## src/rtl/stereo_fifo_pkg.sv

```systemverilog
package stereo_fifo_pkg;

  localparam logic [1:0] SZ_BYTE = 2'b00;
  localparam logic [1:0] SZ_HALF = 2'b01;
  localparam logic [1:0] SZ_WORD = 2'b10;

  localparam int CAUSE_DRAINED  = 0;
  localparam int CAUSE_HALFFREE = 1;
  localparam int CAUSE_ONEFREE  = 2;
  localparam int CAUSE_N        = 3;

  // Strobes from control to datapath, one cycle wide each.
  typedef struct packed {
    logic pushPacked;  // commit a whole word as one slot
    logic pushSplit;   // commit staged left plus incoming right half
    logic stageLeft;   // capture a left half into the staging register
    logic popHead;     // read the head slot into the output register
    logic popEmpty;    // pop on an empty queue: clear the output register
  } fifoStrobesT;

endpackage

```

## src/rtl/stereo_fifo_ctrl.sv

```systemverilog
module stereo_fifo_ctrl
  import stereo_fifo_pkg::*;
#(
  parameter int DEPTH = 4,
  localparam int PTR_W = (DEPTH > 1) ? $clog2(DEPTH) : 1,
  localparam int CNT_W = $clog2(DEPTH + 1)
) (
  input  logic               clk,
  input  logic               rstN,
  input  logic               cfgSplit,
  input  logic               wrEn,
  input  logic [1:0]         wrSize,
  input  logic               wrAddrHi,
  input  logic               popReq,
  input  logic [CAUSE_N-1:0] irqEn,
  output fifoStrobesT        strobes,
  output logic [PTR_W-1:0]   wrPtr,
  output logic [PTR_W-1:0]   rdPtr,
  output logic [CNT_W-1:0]   fillCount,
  output logic               fifoFull,
  output logic               fifoEmpty,
  output logic               overflowFlag,
  output logic               underrunFlag,
  output logic [CAUSE_N-1:0] irqCause,
  output logic               irq,
  output logic               dmaReq
);

  localparam logic [CNT_W-1:0] CNT_MAX   = CNT_W'(DEPTH);
  localparam logic [CNT_W-1:0] HALF_FREE = CNT_W'(DEPTH / 2);
  localparam logic [PTR_W-1:0] PTR_LAST  = PTR_W'(DEPTH - 1);

  logic wordOk, halfOk, rightWr, pushReq, pushDo, popDo;
  logic [CNT_W-1:0] freeSlots;

  // Access decode: each mode accepts one access size only.
  always_comb begin
    wordOk  = wrEn && !cfgSplit && (wrSize == SZ_WORD) && !wrAddrHi;
    halfOk  = wrEn &&  cfgSplit && (wrSize == SZ_HALF);
    rightWr = halfOk && wrAddrHi;
    pushReq = wordOk || rightWr;
    pushDo  = pushReq && !fifoFull;
    popDo   = popReq && !fifoEmpty;
  end

  always_comb begin
    strobes.pushPacked = wordOk && !fifoFull;
    strobes.pushSplit  = rightWr && !fifoFull;
    strobes.stageLeft  = halfOk && !wrAddrHi;
    strobes.popHead    = popDo;
    strobes.popEmpty   = popReq && fifoEmpty;
  end

  always_ff @(posedge clk) begin
    if (!rstN) begin
      wrPtr <= '0;
      rdPtr <= '0;
      fillCount <= '0;
      overflowFlag <= 1'b0;
      underrunFlag <= 1'b0;
    end else begin
      if (pushDo) wrPtr <= (wrPtr == PTR_LAST) ? '0 : wrPtr + 1'b1;
      if (popDo)  rdPtr <= (rdPtr == PTR_LAST) ? '0 : rdPtr + 1'b1;
      case ({pushDo, popDo})
        2'b10:   fillCount <= fillCount + 1'b1;
        2'b01:   fillCount <= fillCount - 1'b1;
        default: fillCount <= fillCount;
      endcase
      if (pushReq && fifoFull)    overflowFlag <= 1'b1;
      if (popReq && fifoEmpty)    underrunFlag <= 1'b1;
    end
  end

  // Level decode, recomputed every cycle from the live count.
  always_comb begin
    fifoFull  = (fillCount == CNT_MAX);
    fifoEmpty = (fillCount == '0);
    freeSlots = CNT_MAX - fillCount;
    irqCause[CAUSE_DRAINED]  = fifoEmpty;
    irqCause[CAUSE_HALFFREE] = (freeSlots >= HALF_FREE);
    irqCause[CAUSE_ONEFREE]  = !fifoFull;
    irq    = |(irqCause & irqEn);
    dmaReq = irqCause[CAUSE_ONEFREE];
  end

  assert_count_bound_R5: assert property (@(posedge clk) disable iff (!rstN)
    fillCount <= CNT_MAX);

  assert_drop_on_full_R6: assert property (@(posedge clk) disable iff (!rstN)
    (fifoFull && pushReq && !popReq) |=> (fillCount == CNT_MAX));

  assert_overflow_sticky_R6: assert property (@(posedge clk) disable iff (!rstN)
    overflowFlag |=> overflowFlag);

  assert_underrun_sticky_R7: assert property (@(posedge clk) disable iff (!rstN)
    underrunFlag |=> underrunFlag);

  assert_both_ops_hold_R12: assert property (@(posedge clk) disable iff (!rstN)
    (pushReq && popReq && !fifoFull && !fifoEmpty) |=> $stable(fillCount));

endmodule

```

## src/rtl/stereo_fifo_datapath.sv

```systemverilog
module stereo_fifo_datapath
  import stereo_fifo_pkg::*;
#(
  parameter int DEPTH    = 4,
  parameter int SAMPLE_W = 16,
  localparam int PTR_W   = (DEPTH > 1) ? $clog2(DEPTH) : 1,
  localparam int ENTRY_W = 2 * SAMPLE_W
) (
  input  logic               clk,
  input  logic               rstN,
  input  fifoStrobesT        strobes,
  input  logic [PTR_W-1:0]   wrPtr,
  input  logic [PTR_W-1:0]   rdPtr,
  input  logic [ENTRY_W-1:0] wrData,
  output logic [SAMPLE_W-1:0] popLeft,
  output logic [SAMPLE_W-1:0] popRight
);

  logic [ENTRY_W-1:0]  slotMem [DEPTH];
  logic [SAMPLE_W-1:0] stagedLeft;
  logic [ENTRY_W-1:0]  pushEntry;
  logic [ENTRY_W-1:0]  outReg;
  logic                pushAny;

  always_comb begin
    pushAny   = strobes.pushPacked || strobes.pushSplit;
    pushEntry = strobes.pushPacked ? wrData
                                   : {wrData[SAMPLE_W-1:0], stagedLeft};
  end

  always_ff @(posedge clk) begin
    if (!rstN) stagedLeft <= '0;
    else if (strobes.stageLeft) stagedLeft <= wrData[SAMPLE_W-1:0];
  end

  generate
    for (genvar s = 0; s < DEPTH; s++) begin : g_slot
      always_ff @(posedge clk) begin
        if (!rstN) slotMem[s] <= '0;
        else if (pushAny && (wrPtr == PTR_W'(s))) slotMem[s] <= pushEntry;
      end
    end
  endgenerate

  always_ff @(posedge clk) begin
    if (!rstN)                 outReg <= '0;
    else if (strobes.popHead)  outReg <= slotMem[rdPtr];
    else if (strobes.popEmpty) outReg <= '0;
  end

  assign popLeft  = outReg[SAMPLE_W-1:0];
  assign popRight = outReg[ENTRY_W-1:SAMPLE_W];

  assert_underrun_zero_R7: assert property (@(posedge clk) disable iff (!rstN)
    strobes.popEmpty |=> (outReg == '0));

  assert_single_push_R2: assert property (@(posedge clk) disable iff (!rstN)
    !(strobes.pushPacked && strobes.pushSplit));

endmodule

```

## src/rtl/stereo_tx_fifo.sv

```systemverilog
module stereo_tx_fifo
  import stereo_fifo_pkg::*;
#(
  parameter int DEPTH    = 4,
  parameter int SAMPLE_W = 16,
  localparam int PTR_W   = (DEPTH > 1) ? $clog2(DEPTH) : 1,
  localparam int CNT_W   = $clog2(DEPTH + 1)
) (
  input  logic                  clk,
  input  logic                  rstN,
  input  logic                  cfgSplit,
  input  logic                  wrEn,
  input  logic [1:0]            wrSize,
  input  logic                  wrAddrHi,
  input  logic [2*SAMPLE_W-1:0] wrData,
  input  logic                  popReq,
  input  logic [CAUSE_N-1:0]    irqEn,
  output logic [SAMPLE_W-1:0]   popLeft,
  output logic [SAMPLE_W-1:0]   popRight,
  output logic [CNT_W-1:0]      fillCount,
  output logic                  fifoFull,
  output logic                  fifoEmpty,
  output logic                  overflowFlag,
  output logic                  underrunFlag,
  output logic [CAUSE_N-1:0]    irqCause,
  output logic                  irq,
  output logic                  dmaReq
);

  fifoStrobesT       strobes;
  logic [PTR_W-1:0]  wrPtr;
  logic [PTR_W-1:0]  rdPtr;

  stereo_fifo_ctrl #(.DEPTH(DEPTH)) i_ctrl (
    .clk(clk), .rstN(rstN), .cfgSplit(cfgSplit), .wrEn(wrEn),
    .wrSize(wrSize), .wrAddrHi(wrAddrHi), .popReq(popReq), .irqEn(irqEn),
    .strobes(strobes), .wrPtr(wrPtr), .rdPtr(rdPtr),
    .fillCount(fillCount), .fifoFull(fifoFull), .fifoEmpty(fifoEmpty),
    .overflowFlag(overflowFlag), .underrunFlag(underrunFlag),
    .irqCause(irqCause), .irq(irq), .dmaReq(dmaReq)
  );

  stereo_fifo_datapath #(.DEPTH(DEPTH), .SAMPLE_W(SAMPLE_W)) i_data (
    .clk(clk), .rstN(rstN), .strobes(strobes), .wrPtr(wrPtr), .rdPtr(rdPtr),
    .wrData(wrData), .popLeft(popLeft), .popRight(popRight)
  );

  assert_dma_needs_room_R10: assert property (@(posedge clk) disable iff (!rstN)
    dmaReq |-> !fifoFull);

  assert_full_empty_exclusive_R5: assert property (@(posedge clk) disable iff (!rstN)
    !(fifoFull && fifoEmpty));

endmodule

```

## config.mk

```make
export PLATFORM = sky130hd
export DESIGN_NAME = stereo_tx_fifo
export DESIGN_NICKNAME = d
export VERILOG_FILES = /design/src/rtl/stereo_fifo_pkg.sv /design/src/rtl/stereo_fifo_ctrl.sv /design/src/rtl/stereo_fifo_datapath.sv /design/src/rtl/stereo_tx_fifo.sv
export SDC_FILE = /design/constraint.sdc
export NUM_CORES = 1
export LEC_CHECK = 0
export ABC_AREA = 1
export BUFFER_PORTS_ARGS = -buffer_cell sky130_fd_sc_hd__buf_2
export CAP_MARGIN = 30
export CORE_UTILIZATION = 59
export DETAILED_ROUTE_END_ITERATION = 7
export GPL_ROUTABILITY_DRIVEN = 0
export PLACE_DENSITY_LB_ADDON = 0.15
export RECOVER_POWER = 25
export REMOVE_ABC_BUFFERS = 1
export SLEW_MARGIN = 20
export SYNTH_ARGS = -nofsm -noshare
export SYNTH_HDL_FRONTEND = slang
export SYNTH_SLANG_ARGS = --single-unit
```

## constraint.sdc

```tcl
create_clock -name clk -period 3.35 [get_ports clk]
set_input_delay 0.335 -clock clk [delete_from_list [all_inputs] [get_ports clk]]
set_output_delay 0.335 -clock clk [all_outputs]
set_load 0.005 [all_outputs]
```

==> summary.md <==
| Metric | Value |
|---|---|
| Run status | finished with violations |
| Failing checks | capacitance limit, slew limit |
| Nets | 1,022 |
| RR Endpoint | i_data.slotMem[3][3] |
| Yosys cell types | 26 |
| I/O Buffers | 86 |
| DR iter-0 viols | 651 |
| Max-slew violations | 32 |
| Post-Synthesis Cells | between 900 and 1,000 |
| Worst hold start | popReq |
| Total setup buffers inserted after CTS | 0 |
| Slew HR | -13.2% |
| Worst path arrival time | between 3 and 4 ns |
| Slew @ Worst Pin | between 1.5 and 2 ns |
| Clock sink count | between 150 and 200 |
| Top area cells in the synthesized netlist | edfxtp_1 46%, dfxtp_1 14%, nor2_1 12%, nand2_1 6.5%, o21ai_0 5.1% |
| HPWL after DPL | between 10 and 15 mm |
| #FFs+latches synth | between 150 and 200 |
| Skew-Pair Late Insertion Delay | roughly 0.43 ns |
| Cell area after synthesis | around 8300 µm² |
| Vias in the first global route | about 5,700 |
| Post-synthesis sequential area ratio | between 60% and 70% |
| Share of the synthesized area in the top cell type | a little under half |
| Clk_skew | about 0.0084 ns |
| Gr usage total | a little over a quarter |
| First-pass GRT wire length | 28.7 mm |
| CTS tree | done |
| Largest net degree at the start of global routing | 65 |
| Hold Violations, Final | 0 |
| Drc violations | 0 |
| Hold endpoint | i_ctrl.underrunFlag |
| WS Path Type | in -> reg |
| CP Launch Type | input port |
| Die X | 121 µm |
| Fin crit period | 2.71 ns |
| IO Pins | 87 |
| DRT antenna net count | 0 |
| Clk slew on worst S/H paths | around 0.070 ns |
| Grt ovf | 0 |
| CTS H-tree depth | 4 |
| Req. time, crit path | roughly 3.7 ns |
| Ratio of cells with drive above 1 in the final layout | 13.1% |
| CTS Hold Bufs | 0 |
| MaxCap Viol Count | 1 |
| CTS Buf Count | 17 |
| Initial antenna violation count | 0 |
| Worst setup path start | rstN |
| Power Density | around 610 nW/µm² |
| Vias per cell | around 5.3 |
| Peak VDD IR | slightly above 0.4 mV |
| Post-Route Setup TNS | 0 ns |
| Fin cells | 1,161 |
| Setup violations, final | 0 |
| Commonest non-fill, non-tap cell in the layout | nor2_1 |
| Crit-path max FO | 35 |
| Clock Path Buffers | 2 |
| Hold Crit Class | in -> reg |
| Starting Density | 60.2% |
| Post-Syn Area per Cell | slightly above 9 µm² |
| Wire per inst | approximately 16 µm |
| FF-to-FF setup slack | about 0.7 ns |
| Critical R2R Launch | i_ctrl.fillCount[0] |
| Vias after detailed routing | between 6,000 and 7,000 |
| Endpoint class of the critical path | flop |
| Cells after DPL | roughly 1,100 |
| Die Height | 121 µm |
| DRT Wirelength | approximately 18 mm |
| Core Region | between 10,000 and 15,000 µm² |
| N_diodes | 0 |
| Most frequent cells in the layout | 265 x nor2_1, 144 x nand2_1, 128 x edfxtp_1 |
| RSZ-0062 raised after global routing | false |
| Die Area | 14,600 µm² |
| DR pass1 iterations | 5 |
| Post-synthesis to final-layout area growth | 11.5% |
| Root buffer cell | clkbuf_16 |
| PostCTS Resize Cnt | 0 |
| Yosys top cell by area | edfxtp_1 |
| Synthesis Warnings | 0 |
| R2R depth | 8 |
| # rows | 43 |
| Leak Pwr | ~3.8 nW |
| Max Freq | about 370 MHz |
| Fin crit share | a little over 80% |
| Min-Delay Path Depth | 3 |
==> cells by family after synthesis <==
kind of cell	synth area share, %
simple gates	20.5
flops	60.4
compound gates	10.9
buf+inv	6.55
fa+ha+maj	1.74
==> how the worst max path moves through the flow <==
stage	endpoint	slack, ns
floorplan	i_data.outReg[29]	0.1
global placement	i_data.slotMem[1][6]	0.81
detailed placement	i_data.slotMem[3][3]	0.69
CTS	i_data.slotMem[3][3]	0.68
global route	i_data.outReg[13]	0.37
finish	i_data.outReg[26]	0.64
==> cell usage after synthesis (all sizes together) <==
cell,count
fa,1
inv,48
or3b,1
a21oi,54
o211a,1
edfxtp,128
nand4,5
clkbuf,23
nor2,268
o21ai,117
buf,35
clkinv,1
dfxtp,59
nand2,145
nand3,10
ha,10
==> critical path: stages <==
cell      delay (ns)
clkbuf_1        1.20
inv_1           1.13
a21oi_1         0.36
==> routing by layer <==
metal | GRT usage, % | part of all wire (%) | vias to the layer above | routed length, µm
li1 | - | - | 3089 | -
met1 | 33.8 | 44 | 2886 | 7940
met2 | 44.6 | 50 | 168 | 9100
met3 | 4.53 | 4.6 | 22 | 827
met4 | 10.3 | 1.6 | 0 | 291
met5 | 0 | 0 | - | 0
==> layout make-up <==
class	instances	area [µm²]
clock buffer	24	502
clock inverter	8	66.3
fill	1129	4540
inverter	49	184
multi-input combinational	612	2760
sequential	187	5030
tap	180	225
timing repair buffer	101	522
==> report_power, final <==
group	total [mW]	switching [mW]	internal, mW
clock network	1.93	0.817	1.11
logic	1.11	0.754	0.360
registers	2.66	0.0549	2.60
total	5.70	1.63	4.08
==> flip-flops by register name (all words and copies together) (netlist names), named ones only <==
| name | cells |
|---|---|
| i_data.stagedLeft | 16 |
| i_ctrl.fillCount | 3 |
| i_data.outReg | 32 |
| i_ctrl.rdPtr | 2 |
| i_ctrl.overflowFlag | 1 |
| i_ctrl.underrunFlag | 1 |
| i_ctrl.wrPtr | 2 |
| i_data.slotMem | 128 |
==> metrics by stage <==
stage          util, %  instance area, µm²  hold WS (ns)  total power, mW  worst slack [ns]
2_1_floorplan        -                7960         0.429             3.42            0.0952
3_3_place_gp      63.3                8750         0.439             3.81             0.810
3_5_place_dp      63.5                8770         0.446             3.83             0.686
4_1_cts           67.6                9340         0.144             5.74             0.684
5_1_grt           67.1                9280         0.169             5.98             0.371
6_report          67.1                9280         0.151             5.70             0.641
Note: power is estimated with default switching activity, not from simulation.
